<file path="src/rtl/sram_ctl_pkg.sv">
package sram_ctl_pkg;

  typedef enum logic [2:0] {
    ST_IDLE,
    ST_READ,
    ST_WSET,
    ST_WPUL,
    ST_WREC
  } ctl_state_e;

  function automatic int unsigned to_cycles(input int unsigned t_ps, input int unsigned clk_ps);
    int unsigned n;
    n = (t_ps + clk_ps - 1) / clk_ps;
    return (n == 0) ? 1 : n;
  endfunction

  function automatic int unsigned max2(input int unsigned a, input int unsigned b);
    return (a > b) ? a : b;
  endfunction

endpackage

</file>
<file path="src/rtl/sram_phase_timer.sv">
module sram_phase_timer #(
  parameter int unsigned CNT_W = 4
) (
  input  logic             clk_i,
  input  logic             rst_ni,
  input  logic             load_i,
  input  logic [CNT_W-1:0] len_m1_i,
  output logic             last_o
);
  logic [CNT_W-1:0] cnt_q;

  always_ff @(posedge clk_i or negedge rst_ni) begin
    if (!rst_ni)              cnt_q <= '0;
    else if (load_i)          cnt_q <= len_m1_i;
    else if (cnt_q != '0)     cnt_q <= cnt_q - 1'b1;
  end

  assign last_o = (cnt_q == '0);
endmodule

</file>
<file path="src/rtl/sram_data_path.sv">
module sram_data_path #(
  parameter int unsigned ADDR_W = 15,
  parameter int unsigned DATA_W = 8
) (
  input  logic              clk_i,
  input  logic              rst_ni,
  input  logic              accept_i,
  input  logic [ADDR_W-1:0] addr_i,
  input  logic [DATA_W-1:0] wdata_i,
  input  logic              capture_i,
  input  logic [DATA_W-1:0] dq_i,
  output logic [ADDR_W-1:0] addr_o,
  output logic [DATA_W-1:0] wdata_o,
  output logic [DATA_W-1:0] rdata_o
);
  always_ff @(posedge clk_i or negedge rst_ni) begin
    if (!rst_ni) begin
      addr_o  <= '0;
      wdata_o <= '0;
      rdata_o <= '0;
    end else begin
      if (accept_i) begin
        addr_o  <= addr_i;
        wdata_o <= wdata_i;
      end
      if (capture_i) rdata_o <= dq_i;
    end
  end
endmodule

</file>
<file path="src/rtl/sram_if_ctrl.sv">
module sram_if_ctrl
  import sram_ctl_pkg::*;
#(
  parameter int unsigned ADDR_W    = 15,
  parameter int unsigned DATA_W    = 8,
  parameter int unsigned CLK_PS    = 4000,
  parameter int unsigned T_RC_PS   = 25000,
  parameter int unsigned T_AA_PS   = 25000,
  parameter int unsigned T_OEV_PS  = 11000,
  parameter int unsigned T_OHZ_PS  = 10000,
  parameter int unsigned T_WC_PS   = 25000,
  parameter int unsigned T_WP_PS   = 20000,
  parameter int unsigned T_AW_PS   = 20000,
  parameter int unsigned T_DW_PS   = 10000,
  parameter int unsigned T_WR_PS   = 0
) (
  input  logic              clk_i,
  input  logic              rst_ni,
  input  logic              req_i,
  input  logic              wr_i,
  input  logic [ADDR_W-1:0] addr_i,
  input  logic [DATA_W-1:0] wdata_i,
  output logic [DATA_W-1:0] rdata_o,
  output logic              done_o,
  output logic [ADDR_W-1:0] mem_addr_o,
  output logic              mem_cs_no,
  output logic              mem_we_no,
  output logic              mem_oe_no,
  output logic [DATA_W-1:0] mem_dq_o,
  output logic              mem_dq_oe_o,
  input  logic [DATA_W-1:0] mem_dq_i
);
  localparam int unsigned N_RD  = max2(max2(to_cycles(T_AA_PS, CLK_PS), to_cycles(T_RC_PS, CLK_PS)),
                                       to_cycles(T_OEV_PS, CLK_PS));
  localparam int unsigned N_HZ  = to_cycles(T_OHZ_PS, CLK_PS);
  localparam int unsigned N_REC = to_cycles(T_WR_PS, CLK_PS);
  localparam int unsigned N_WC  = to_cycles(T_WC_PS, CLK_PS);
  localparam int unsigned N_PAD = (N_WC > N_HZ + N_REC) ? (N_WC - N_HZ - N_REC) : 1;
  localparam int unsigned N_PUL = max2(max2(to_cycles(T_WP_PS, CLK_PS), to_cycles(T_AW_PS, CLK_PS)),
                                       max2(to_cycles(T_DW_PS, CLK_PS), N_PAD));
  localparam int unsigned N_MAX = max2(max2(N_RD, N_HZ), max2(N_PUL, N_REC));
  localparam int unsigned CNT_W = $clog2(N_MAX + 1);

  ctl_state_e       state_q, state_d;
  logic             load, last, accept, capture, done_d;
  logic [CNT_W-1:0] len_m1;

  assign accept  = (state_q == ST_IDLE) && req_i;
  assign capture = (state_q == ST_READ) && last;

  always_comb begin
    state_d = state_q;
    load    = 1'b0;
    len_m1  = '0;
    done_d  = 1'b0;
    unique case (state_q)
      ST_IDLE: if (req_i) begin
        load    = 1'b1;
        state_d = wr_i ? ST_WSET : ST_READ;
        len_m1  = wr_i ? CNT_W'(N_HZ - 1) : CNT_W'(N_RD - 1);
      end
      ST_READ: if (last) begin
        state_d = ST_IDLE;
        done_d  = 1'b1;
      end
      ST_WSET: if (last) begin
        state_d = ST_WPUL;
        load    = 1'b1;
        len_m1  = CNT_W'(N_PUL - 1);
      end
      ST_WPUL: if (last) begin
        state_d = ST_WREC;
        load    = 1'b1;
        len_m1  = CNT_W'(N_REC - 1);
      end
      ST_WREC: if (last) begin
        state_d = ST_IDLE;
        done_d  = 1'b1;
      end
      default: state_d = ST_IDLE;
    endcase
  end

  // strobes come straight from flops so no decode glitch reaches the pins
  always_ff @(posedge clk_i or negedge rst_ni) begin
    if (!rst_ni) begin
      state_q     <= ST_IDLE;
      mem_cs_no   <= 1'b1;
      mem_we_no   <= 1'b1;
      mem_oe_no   <= 1'b1;
      mem_dq_oe_o <= 1'b0;
      done_o      <= 1'b0;
    end else begin
      state_q     <= state_d;
      mem_cs_no   <= (state_d == ST_IDLE);
      mem_we_no   <= (state_d != ST_WPUL);
      mem_oe_no   <= (state_d != ST_READ);
      mem_dq_oe_o <= (state_d == ST_WPUL) || (state_d == ST_WREC);
      done_o      <= done_d;
    end
  end

  sram_phase_timer #(.CNT_W(CNT_W)) u_timer (
    .clk_i    (clk_i),
    .rst_ni   (rst_ni),
    .load_i   (load),
    .len_m1_i (len_m1),
    .last_o   (last)
  );

  sram_data_path #(.ADDR_W(ADDR_W), .DATA_W(DATA_W)) u_path (
    .clk_i     (clk_i),
    .rst_ni    (rst_ni),
    .accept_i  (accept),
    .addr_i    (addr_i),
    .wdata_i   (wdata_i),
    .capture_i (capture),
    .dq_i      (mem_dq_i),
    .addr_o    (mem_addr_o),
    .wdata_o   (mem_dq_o),
    .rdata_o   (rdata_o)
  );
endmodule

</file>
<file path="config.mk">
export PLATFORM = sky130hd
export DESIGN_NAME = sram_if_ctrl
export DESIGN_NICKNAME = d
export VERILOG_FILES = /design/src/rtl/sram_ctl_pkg.sv /design/src/rtl/sram_phase_timer.sv /design/src/rtl/sram_data_path.sv /design/src/rtl/sram_if_ctrl.sv
export SDC_FILE = /design/constraint.sdc
export NUM_CORES = 1
export LEC_CHECK = 0
export BUFFER_PORTS_ARGS = -buffer_cell sky130_fd_sc_hd__buf_4
export CELL_PAD_IN_SITES_DETAIL_PLACEMENT = 1
export CELL_PAD_IN_SITES_GLOBAL_PLACEMENT = 2
export CORE_ASPECT_RATIO = 0.75
export CORE_MARGIN = 1.5
export CORE_UTILIZATION = 30
export DETAILED_ROUTE_END_ITERATION = 8
export HOLD_SLACK_MARGIN = 0.15
export PLACE_DENSITY = 0.85
export SLEW_MARGIN = 5
export SYNTH_ARGS = -nofsm -noshare
export SYNTH_HDL_FRONTEND = slang
export SYNTH_SLANG_ARGS = --single-unit
</file>
<file path="constraint.sdc">
create_clock -name clk_i -period 4.3 [get_ports clk_i]
set_input_delay 0.215 -clock clk_i [delete_from_list [all_inputs] [get_ports clk_i]]
set_output_delay 0.215 -clock clk_i [all_outputs]
set_load 0.05 [all_outputs]
</file>
# After elaboration in Yosys (flattened, before gate mapping)
# Index checks and enable logic that the tools add are counted.
# word_totals
rom_bits	0
memories	0
latch_bits	0
mem_bits_rw	0
output_inout_bits	36
reg_bits	42
# op_classes
mul	0
order_cmp	0
n_mux	16
n_div	0
n_eq_ne	8
shifts	0
add_sub_neg	1
n_bitwise	0
n_reduce_logical	10
# ops
cell	n
$mux 3	9
$pmux 3 s4	1
$eq 3x2->1 const B	3
$logic_not 3->1	3
$eq 3x3->1 const B	2
$pmux 3 s2	1
$reduce_or 2->1	2
$eq 3x1->1 const B	1
$mux 1	3
$ne 3x1->1 const B	1
$ne 3x2->1 const B	1
$reduce_bool 3->1	1
$sub 3x1->3 const B	1
$logic_and 1x1->1	2
$mux 2	1
$pmux 1 s2	1
$reduce_bool 2->1	1
$logic_or 1x1->1	1

# Depth between registers and ports, before layout
# Gate-level depths: netlist of the first run.
# depth
depth_word	5
ltp_mapped	6

# By module
# A second synthesis of the first run with hierarchy kept.
# unflattened
hier_cells	130
area_unflattened_um2	1766.7
# modules_own_cells
module	instances	cells_each	area_each_um2	seq_area_each_um2
sram_data_path	1	65	1152.4	775.7
sram_if_ctrl	1	44	414.1	203.9
sram_phase_timer	1	21	200.2	75.1

# Least setup slack after synthesis of the first run
# No wires, ideal clock.
# synth_timing
path_kind	register to register
from	register u_timer.cnt_q[0]
to	register u_path.rdata_o[0]
period_less_slack_ns	1.497
n_path_buf	1
setup_time_ns	0.125
path_stages_with_launch	7
arrival_time_ns	1.373
slack_ns	2.803
cell_sequence	dfrtp_1 inv_1 ha_1 nor2b_1 buf_2 nand3_2 mux2_2
# synth_via
elab_chain_len	2
# synth_rtl
item	line	text
start: declaration	sram_phase_timer.sv:10	logic [CNT_W-1:0] cnt_q;
start signal: assignment	sram_phase_timer.sv:14	else if (load_i) cnt_q <= len_m1_i;
start signal: assignment	sram_phase_timer.sv:15	else if (cnt_q != '0) cnt_q <= cnt_q - 1'b1;
$logic_not 3->1	sram_phase_timer.sv:18	assign last_o = (cnt_q == '0);
$logic_and 1x1->1	sram_if_ctrl.sv:49	assign capture = (state_q == ST_READ) && last;
end signal: assignment	sram_data_path.sv:26	if (capture_i) rdata_o <= dq_i;
end: declaration	sram_data_path.sv:14	output logic [DATA_W-1:0] rdata_o
# No other way between the ends.
# A chain may end at the register's enable or synchronous reset.

# Final worst setup path of the first run
# layout_timing
from	register u_timer.cnt_q[0]
to	register u_path.rdata_o[4]
# Same word-level chain as after synthesis.

==> results of run 1 <==
==> path summary, 6_finish.rpt <==
path / to / slack (ns) / cells past startpoint
max reg2reg: u_path.rdata_o[4]$_DFFE_PN0P_ / 2.38 / 5
min in group asynchronous: done_o$_DFF_PN0_ / 0.43 / 2
max: u_path.rdata_o[4]$_DFFE_PN0P_ / 2.38 / 5
min reg2reg: u_path.wdata_o[1]$_DFFE_PN0P_ / 0.48 / 2
max in group asynchronous: state_q[2]$_DFF_PN0_ / 3.49 / 2
min: u_path.rdata_o[4]$_DFFE_PN0P_ / 0.16 / 2
==> per-stage QoR <==
step	power (mW)	cells	hold WS (ns)	setup WS [ns]
CTS	2.40	352	0.154	2.36
global route	2.52	352	0.152	2.22
detailed placement	1.99	313	0.236	2.39
floorplan	1.64	174	-0.0806	2.80
finish	2.38	352	0.159	2.38
global placement	1.98	313	0.239	2.44
==> timing repair <==
item,CTS,global route
hold buffers,31,0
setup buffers,0,0
endpoints found under the hold margin,69,0
==> routing by layer <==
metal / routed length [um] / vias up
met4: 57 / 0
met5: 0 / -
met3: 342 / 8
met2: 2210 / 53
li1: - / 755
met1: 2220 / 746
==> worst register-to-register path, delay by kind of cell, from the launching register on <==
kind / cells / cell delay [ns]
AND/OR/NAND/NOR: 2 / 0.76
flip-flops: 1 / 0.38
multiplexers: 1 / 0.36
adder cells (fa/ha/maj): 1 / 0.21
buffers and inverters: 1 / 0.10
==> cell usage after synthesis (2+ instances only) <==
cell	n
dfrtp_1	39
nor2b_1	2
a21oi_1	5
nand2_1	70
nor3b_1	2
o21ai_0	3
ha_1	2
inv_1	5
buf_6	2
nor2_1	5
buf_8	2
buf_2	5
nand3_1	3
mux2_2	8
dfstp_2	3
==> state kept, by name (all words and copies together), names as in the netlist <==
signal and count:
state_q 3, mem_cs_no 1, mem_dq_oe_o 1, done_o 1, mem_we_no 1, u_path.wdata_o 8
u_timer.cnt_q 3, u_path.addr_o 15, mem_oe_no 1, u_path.rdata_o 8
==> power breakdown <==
part	switching (mW)	internal (mW)	total, mW
registers	0.144	0.590	0.734
logic	0.866	0.408	1.27
clock network	0.144	0.233	0.376
total	1.15	1.23	2.38
==> cell type report <==
cell class              instances  area, um2
repair buffers                102        843
fillers                       666       3010
clock inverters                 3       68.8
well taps                      78       97.6
flip-flops and latches         42       1050
multi-input cells             117        634
clock buffers                   5       68.8
inverters                       5       18.8
==> cells by family (layout without fill, tap and decap cells) <==
| logic type | after synthesis | count (layout) | share of synthesized area, % |
|---|---|---|---|
| mux | 8 | 8 | 5.04 |
| fa+ha+maj | 2 | 2 | 1.40 |
| flops | 42 | 42 | 59.0 |
| compound gates | 15 | 15 | 5.45 |
| simple gates | 91 | 91 | 23.1 |
| buf+inv | 15 | 115 | 5.59 |
| xor+xnor | 1 | 1 | 0.490 |
==> impl_metrics.tcl, run 1 <==
set metrics [dict create \
    fp-row-count 24 \
    drcViolationCount 0 \
    p_per_area_mw_per_mm2 856 \
    yosys_most_used_dff "dfrtp_1" \
    core_mm2 0.00580 \
    path_max_fanout 8 \
    synth_area_leaders "dfrtp_1, nand2_1, mux2_2, dfstp_2, buf_8" \
    cts.clk_slew.worst_paths_ns 0.08 \
    min_path_type "input pin to flip-flop" \
    yosysUniqueCellTypes 33 \
    cts-buffers-inserted 5 \
    gp_congestion 0.753 \
    grtUsageMet1_pct 20.9 \
    fmax_mhz 521 \
    overflow 0 \
    yosys_warnings 0 \
    finalMaxSlewViolations 0 \
    crit_type "flip-flop to flip-flop" \
    cpPeakStageDelay_ns 0.44 \
    top_level_ports 71 \
    die_w_um 92.2 \
    fin_nets 310 \
    wl_per_cell_um 13.7 \
    syn_area_mm2 0.00179 \
    synth_edf_count 0 \
    leakagePower_nw 1.40 \
    htree_levels 2 \
    max-cap-violations 0 \
    grt_max_degree 43 \
    cp.required_ns 4.49 \
    async_flop_share_pct 100 \
    via_count 1562 \
    outcome "complete, no violations" \
    cp_slowest_cell "nor2b_1" \
    maxSlewHeadroom_pct 64.6 \
    min_period_ns 1.92 \
    clk_latency_ns 0.30 \
    drt_iter0_drc 38 \
    end_kind "flip-flop" \
    fp.dieArea_mm2 0.00644 \
    cts_resized 0 \
    antenna_cells 0 \
    finalInstanceArea_mm2 0.00279 \
    path_delay_family "simple AND/OR/NAND/NOR gates" \
    start_kind "flip-flop" \
    clk_path_buf_depth 2 \
    initial_core_util_pct 30.9 \
    ctsRootBufferMaster "clkbuf_8" \
    placed_area_mm2 0.00234 \
    tightest_slew_ns 0.531 \
    final_cell_mix "buf_4, nand2_1, dfrtp_1, dlygate4sd3_1, mux2_2" \
    area_growth_pct 55.7 \
    post-route-util_pct 48.1 \
    track_usage_pct 16.1 \
    met3_usage_pct 5.23 \
    synth_cells 174 \
    setup_tns_ns 0 \
    crit_chain "inv_1 > ha_1 > nor2b_1 > nand3_2 > mux2_2" \
    grt_pass1_wl_um 8000 \
    gr-usage-met2_pct 25.8 \
    dp_hpwl_um 3040 \
    antenna_found_initial 0 \
    cts.sinks 42 \
    routed_wl_um 4830 \
    ant_nets 0 \
    vdd_drop_max_v 0.000381 \
    startpoint "u_timer.cnt_q[0]$_DFFE_PN0P_" \
    viasPerCell 4.44 \
    drtPass1Iterations 4 \
    post-synth-top-area-fraction_pct 54.5 \
    ys_ff_latch 42 \
    cts_tree "done" \
    r2r_start "u_timer.cnt_q[0]$_DFFE_PN0P_" \
    timing.final.crit_share_pct 44.6 \
    drive_gt1_share_pct 34.3 \
    final.setup_skew_ns 0.00654 \
    ys_seq_area_share_pct 59.0 \
    arrival_ns 2.11 \
    setup_viol_count_final 0 \
    die_y_um 69.9 \
    rsz0062_at_grt "false" \
    top_usage_layer "met2" \
    synth_fp_nets 211 \
    holdCritStartpoint "mem_dq_i[4]" \
    synth_largest_area_cell "dfrtp_1" \
    synth_area_per_cell_um2 10.3 \
    portBuffers 70 \
    final-hold-violation-count 0 \
    critPathBufInv 1 \
    grt_pass1_vias 1655 \
    layout_commonest_cell "buf_4" \
]
Note: power is estimated with default switching activity, not from simulation.
==> run 2, diff against run 1 <==
- CORE_UTILIZATION: 30 -> 25
- PLACE_DENSITY: 0.85 -> 0.76
- clock period: 4.3 -> 1.7 ns (I/O delays scaled with it)
==> run 2 against run 1 <==
Clock-buffer cell count rose by 1; sequential power is 140% higher; die area grew 19%; combinational power increased to 2.7 times the previous value; routed wire length up 6.1%; setup slack got worse by 2.2 ns; global-route usage fell by 1.7 points; power grew 150%; clock power is 79% higher; sequential share of layout area down 0.86 points; flip-flop and latch count is the same; clock skew shrank 0.0014 ns; largest power group unchanged.
==> impl_metrics.tcl, run 2 (same netlist as run 1, synthesis figures left out) <==
set metrics [dict create \
    outcome "complete, no violations" \
    setup_tns_ns 0 \
    area_growth_pct 59.4 \
    largest_registers "u_path.addr_o x15, u_path.rdata_o x8, u_path.wdata_o x8" \
    largest_register "u_path.addr_o" \
    htree_levels 2 \
    fp.dieArea_mm2 0.00768 \
    fmax_mhz 647 \
    largest_reg_flops 15 \
    p_per_area_mw_per_mm2 2070 \
    die_y_um 76.3 \
    grt_pass1_wl_um 8690 \
    clk_path_buf_depth 2 \
    final.setup_skew_ns 0.00512 \
    overflow 0 \
    crit_chain "inv_1 > ha_1 > nor2b_2 > nand3_4 > mux2_2" \
    crit_type "flip-flop to flip-flop" \
    routed_wl_um 5130 \
    die_w_um 101 \
    fill_cells 789 \
    cts-buffers-inserted 5 \
    min_period_ns 1.54 \
    track_usage_pct 14.4 \
    gp_congestion 0.720 \
    cp_slowest_cell "dfrtp_1" \
    drt_iter0_drc 58 \
    fin_nets 317 \
    grt_pass1_vias 1695 \
    wl_met3_um 338 \
    antenna_cells 0 \
    via_count 1577 \
    final-hold-violation-count 0 \
    final_cell_mix "buf_4, nand2_1, dfrtp_1, dlygate4sd3_1, mux2_2" \
    cpPeakStageDelay_ns 0.38 \
    leakagePower_nw 1.42 \
    vdd_drop_max_v 0.000831 \
    viasPerCell 4.16 \
    drcViolationCount 0 \
    top_level_ports 71 \
    finalMaxSlewViolations 0 \
    max-cap-violations 0 \
    end_kind "flip-flop" \
    dp_hpwl_um 3340 \
    initial_core_util_pct 26.1 \
    arrival_ns 1.73 \
    drtPass1Iterations 2 \
    path_max_fanout 8 \
    ctsRootBufferMaster "clkbuf_8" \
    setup_viol_count_final 0 \
    maxSlewHeadroom_pct 63.8 \
    rsz0062_at_grt "false" \
    drive_gt1_share_pct 35.2 \
    post-cts-setup-buffers 0 \
    cp.required_ns 1.88 \
    tightest_slew_ns 0.543 \
    portBuffers 70 \
    ant_nets 0 \
    timing.final.crit_share_pct 90.9 \
    cts.clk_slew.worst_paths_ns 0.08 \
    core_mm2 0.00686 \
    start_kind "flip-flop" \
    min_path_type "input pin to async pin" \
    fp-row-count 26 \
    highest_layer "met3" \
    met1_length_um 2540 \
    wl_per_cell_um 13.5 \
    cts_tree "done" \
    total_power_mw 5.90 \
    grt_max_degree 43 \
    antenna_found_initial 0 \
    wl_met2_um 2250 \
    clk_latency_ns 0.29 \
    layout_commonest_cell "buf_4" \
    cts.sinks 42 \
]
## run 2: cell count changes in the layout (fill, tap and decap cells not counted), sizes merged
cell	previous run	this run
bufinv	2	0
clkbuf	5	6
clkinvlp	0	1
dlygate4sd3	31	34
buf	71	75
## run 2: per-layer routing
layer  vias up  track usage [%]
met3         0             4.86
met4         0             2.11
met2        52             21.4
met1       758             20.7
met5         -                0
li1        767                -
## run 2: layout make-up
| type | count | area, um2 | share of cell area, % |
|---|---|---|---|
| multi-input combinational | 117 | 644 | 22.6 |
| clock buffer | 6 | 82.6 | 2.90 |
| clock inverter | 2 | 12.5 | 0.439 |
| sequential | 42 | 1050 | 37.0 |
| tap | 98 | 123 | 4.30 |
| timing repair buffer | 109 | 916 | 32.1 |
| inverter | 5 | 18.8 | 0.658 |
## run 2: critical path: cells and delay by family (launching register included)
family	cells	cell delay (ns)
and+or+nand+nor	2	0.40
DFF	1	0.38
muxes	1	0.31
adders and majority gates	1	0.23
buffers and inverters	1	0.10
## run 2: repair_timing
action / in CTS / in global routing
hold buffers: 34 / 0
endpoints found under the hold margin: 72 / 0
resized for setup: 0 / 2
endpoints found under the setup margin: 0 / 8
## run 2: final timing paths
kind	start	endpoint	slack, ns	cells past startpoint
hold reg to reg	u_path.addr_o[2]$_DFFE_PN0P_	u_path.addr_o[2]$_DFFE_PN0P_	0.49	2
setup / recovery	u_timer.cnt_q[0]$_DFFE_PN0P_	u_path.rdata_o[6]$_DFFE_PN0P_	0.16	5
min in group clk_i	u_path.addr_o[2]$_DFFE_PN0P_	u_path.addr_o[2]$_DFFE_PN0P_	0.49	2
max in group asynchronous	rst_ni	mem_cs_no$_DFF_PN1_	1.00	2
setup reg to reg	u_timer.cnt_q[0]$_DFFE_PN0P_	u_path.rdata_o[6]$_DFFE_PN0P_	0.16	5
hold / removal	rst_ni	u_path.wdata_o[1]$_DFFE_PN0P_	0.31	2
## run 2: power breakdown
part           switching [mW]  internal (mW)  total [mW]
registers               0.267           1.49        1.76
logic                    2.35           1.12        3.47
clock network           0.346          0.327       0.673
## run 2: stage by stage
| step | utilization (%) | cells | instance area [um2] | worst slack, ns | hold slack [ns] |
|---|---|---|---|---|---|
| after global routing | 41.5 | 379 | 2850 | 0.00514 | 0.364 |
| after floorplan | - | 174 | 1790 | 0.203 | -0.211 |
| after detailed placement | 35.1 | 337 | 2410 | 0.0150 | 0.119 |
| final | 41.5 | 379 | 2850 | 0.155 | 0.315 |
| after global placement | 35.1 | 337 | 2410 | 0.147 | 0.115 |
| after CTS | 41.4 | 379 | 2840 | 0.0206 | 0.346 |
==> run 3, diff against run 2 <==
- CORE_UTILIZATION: 25 -> 30
- PLACE_DENSITY: 0.76 -> 0.85
- clock period: 1.7 -> 1.9 ns (I/O delays scaled with it)
==> run 3 against run 2 <==
Non-clock buffer count did not move; via count fell by 0.76%; register-to-register slack improved by 0.04 ns; sequential power fell by 10%; routed wire length fell by 4.2%; clock skew rose by 0.0014 ns; critical path depth rose by 1; utilization rose by 7.6 points; first-iteration DRC count fell by 40%; sequential share of layout area rose by 0.065 points; global-route usage rose by 1.8 points; clock power rose by 29%; critical path type unchanged.
==> impl_metrics.tcl, run 3 (same netlist as run 1, synthesis figures left out) <==
set metrics [dict create \
    dp_hpwl_um 3120 \
    fill_cells 648 \
    reg2reg_to "state_q[1]$_DFF_PN0_" \
    fp.dieArea_mm2 0.00644 \
    cts_tree "done" \
    max-cap-violations 0 \
    gr-usage-met2_pct 25.5 \
    grt_max_degree 43 \
    post-cts-setup-buffers 0 \
    final_cell_mix "buf_4, nand2_1, dfrtp_1, dlygate4sd3_1, mux2_2" \
    largest_reg_flops 15 \
    path_delay_family "buffers and inverters" \
    routed_wl_um 4910 \
    layout_commonest_cell "buf_4" \
    ctsRootBufferMaster "clkbuf_8" \
    cts.sinks 42 \
    min_period_ns 1.71 \
    start_kind "flip-flop" \
    fp-row-count 24 \
    fin_nets 317 \
    drtPass1Iterations 4 \
    vdd_drop_max_v 0.000803 \
    crit_type "flip-flop to flip-flop" \
    met3_usage_pct 4.14 \
    top_usage_layer "met2" \
    via_count 1565 \
    grtUsageMet1_pct 22.5 \
    largest_register "u_path.addr_o" \
    ctsHoldBuffers 34 \
    largest_registers "u_path.addr_o x15, u_path.rdata_o x8, u_path.wdata_o x8" \
    final.setup_skew_ns 0.00656 \
    cp_slowest_cell "dlygate4sd3_1" \
    portBuffers 70 \
    cts_resized 0 \
    final-hold-violation-count 0 \
    clk_latency_ns 0.30 \
    finalMaxSlewViolations 0 \
    rsz0062_at_grt "false" \
    holdPathStages 3 \
    hold_path_end "mem_oe_no$_DFF_PN1_" \
    path_max_fanout 4 \
    timing.final.crit_share_pct 90.0 \
    clk_path_buf_depth 2 \
    setup_tns_ns 0 \
    wl_per_cell_um 13.7 \
    startpoint "u_timer.cnt_q[0]$_DFFE_PN0P_" \
    setup_viol_count_final 0 \
    crit_chain "inv_1 > ha_1 > nand3b_1 > a32oi_1 > dlygate4sd3_1 > nor2_1" \
    track_usage_pct 16.2 \
    antenna_cells 0 \
    grt_pass1_vias 1696 \
    cts-buffers-inserted 5 \
    leakagePower_nw 1.44 \
    drive_gt1_share_pct 34.9 \
    cpPeakStageDelay_ns 0.57 \
    antenna_found_initial 0 \
    ff2ff_path_depth 6 \
    htree_levels 2 \
    min_path_type "input pin to flip-flop" \
    cp.required_ns 2.09 \
    initial_core_util_pct 30.9 \
    outcome "complete, no violations" \
    core_mm2 0.00580 \
    holdCritStartpoint "req_i" \
    tightest_slew_ns 0.543 \
    post-route-util_pct 49.1 \
    viasPerCell 4.36 \
    regToRegSetupSlack_ns 0.19 \
    fmax_mhz 585 \
    placed_area_mm2 0.00237 \
    area_growth_pct 59.1 \
    die_y_um 69.9 \
    finalInstanceArea_mm2 0.00285 \
    p_per_area_mw_per_mm2 1930 \
    grt_pass1_wl_um 8160 \
    ant_nets 0 \
    end_kind "flip-flop" \
    r2r_start "u_timer.cnt_q[0]$_DFFE_PN0P_" \
    gp_congestion 0.765 \
    drt_iter0_drc 35 \
    overflow 0 \
    maxSlewHeadroom_pct 63.8 \
    top_level_ports 71 \
    die_w_um 92.2 \
    cts.clk_slew.worst_paths_ns 0.09 \
    drcViolationCount 0 \
    arrival_ns 1.90 \
    critPathBufInv 2 \
]
run 3: cell count changes in the layout (fill, tap and decap cells not counted), sizes merged:
cell,before,now
clkbuf,6,5
bufinv,0,2
clkinvlp,1,0
run 3: worst max-delay path by stage:
stage	end	slack, ns	cells past startpoint
after floorplan	u_path.rdata_o[0]$_DFFE_PN0P_	0.40	6
after global placement	u_path.rdata_o[2]$_DFFE_PN0P_	0.37	5
after detailed placement	u_path.rdata_o[2]$_DFFE_PN0P_	0.29	5
after CTS	state_q[1]$_DFF_PN0_	0.19	6
after global routing	state_q[1]$_DFF_PN0_	0.06	6
final	state_q[1]$_DFF_PN0_	0.19	6
run 3: layout make-up:
type	count	area, um2	area share (%)
Clock buffer	5	68.8	2.42
Clock inverter	3	68.8	2.42
Inverter	5	18.8	0.659
Multi-Input combinational cell	117	634	22.3
Sequential cell	42	1050	37.1
Tap cell	78	97.6	3.43
Timing Repair Buffer	109	903	31.7
run 3: metal layers:
metal	wire, um	up-vias	part of all wire (%)
met5	0	-	0
met4	28	0	0.57
met3	271	3	5.5
met2	2280	55	46
met1	2330	735	47
li1	-	772	-
run 3: report_power, final:
part           internal, mW  leakage (nW)  total (mW)  switching [mW]
combinational         0.989         0.857        3.05            2.06
sequential             1.34         0.511        1.58           0.241
clock                 0.527        0.0683       0.865           0.338
run 3: per-stage QoR:
stage,setup WS [ns],cells,hold slack (ns),total power [mW]
6_report,0.190,359,0.212,5.49
5_1_grt,0.0616,359,0.256,5.81
4_1_cts,0.194,359,0.196,5.54
3_5_place_dp,0.285,317,0.123,4.58
3_3_place_gp,0.367,317,0.116,4.52
2_1_floorplan,0.403,174,-0.201,3.71
run 3: worst reg2reg max path: cells and delay by family, from the launching register on:
family | cells | cell delay (ns)
buffers and inverters | 2 | 0.67
adders and majority gates | 1 | 0.23
AOI/OAI and AO/OA | 1 | 0.16
DFF | 1 | 0.39
and+or+nand+nor | 2 | 0.16
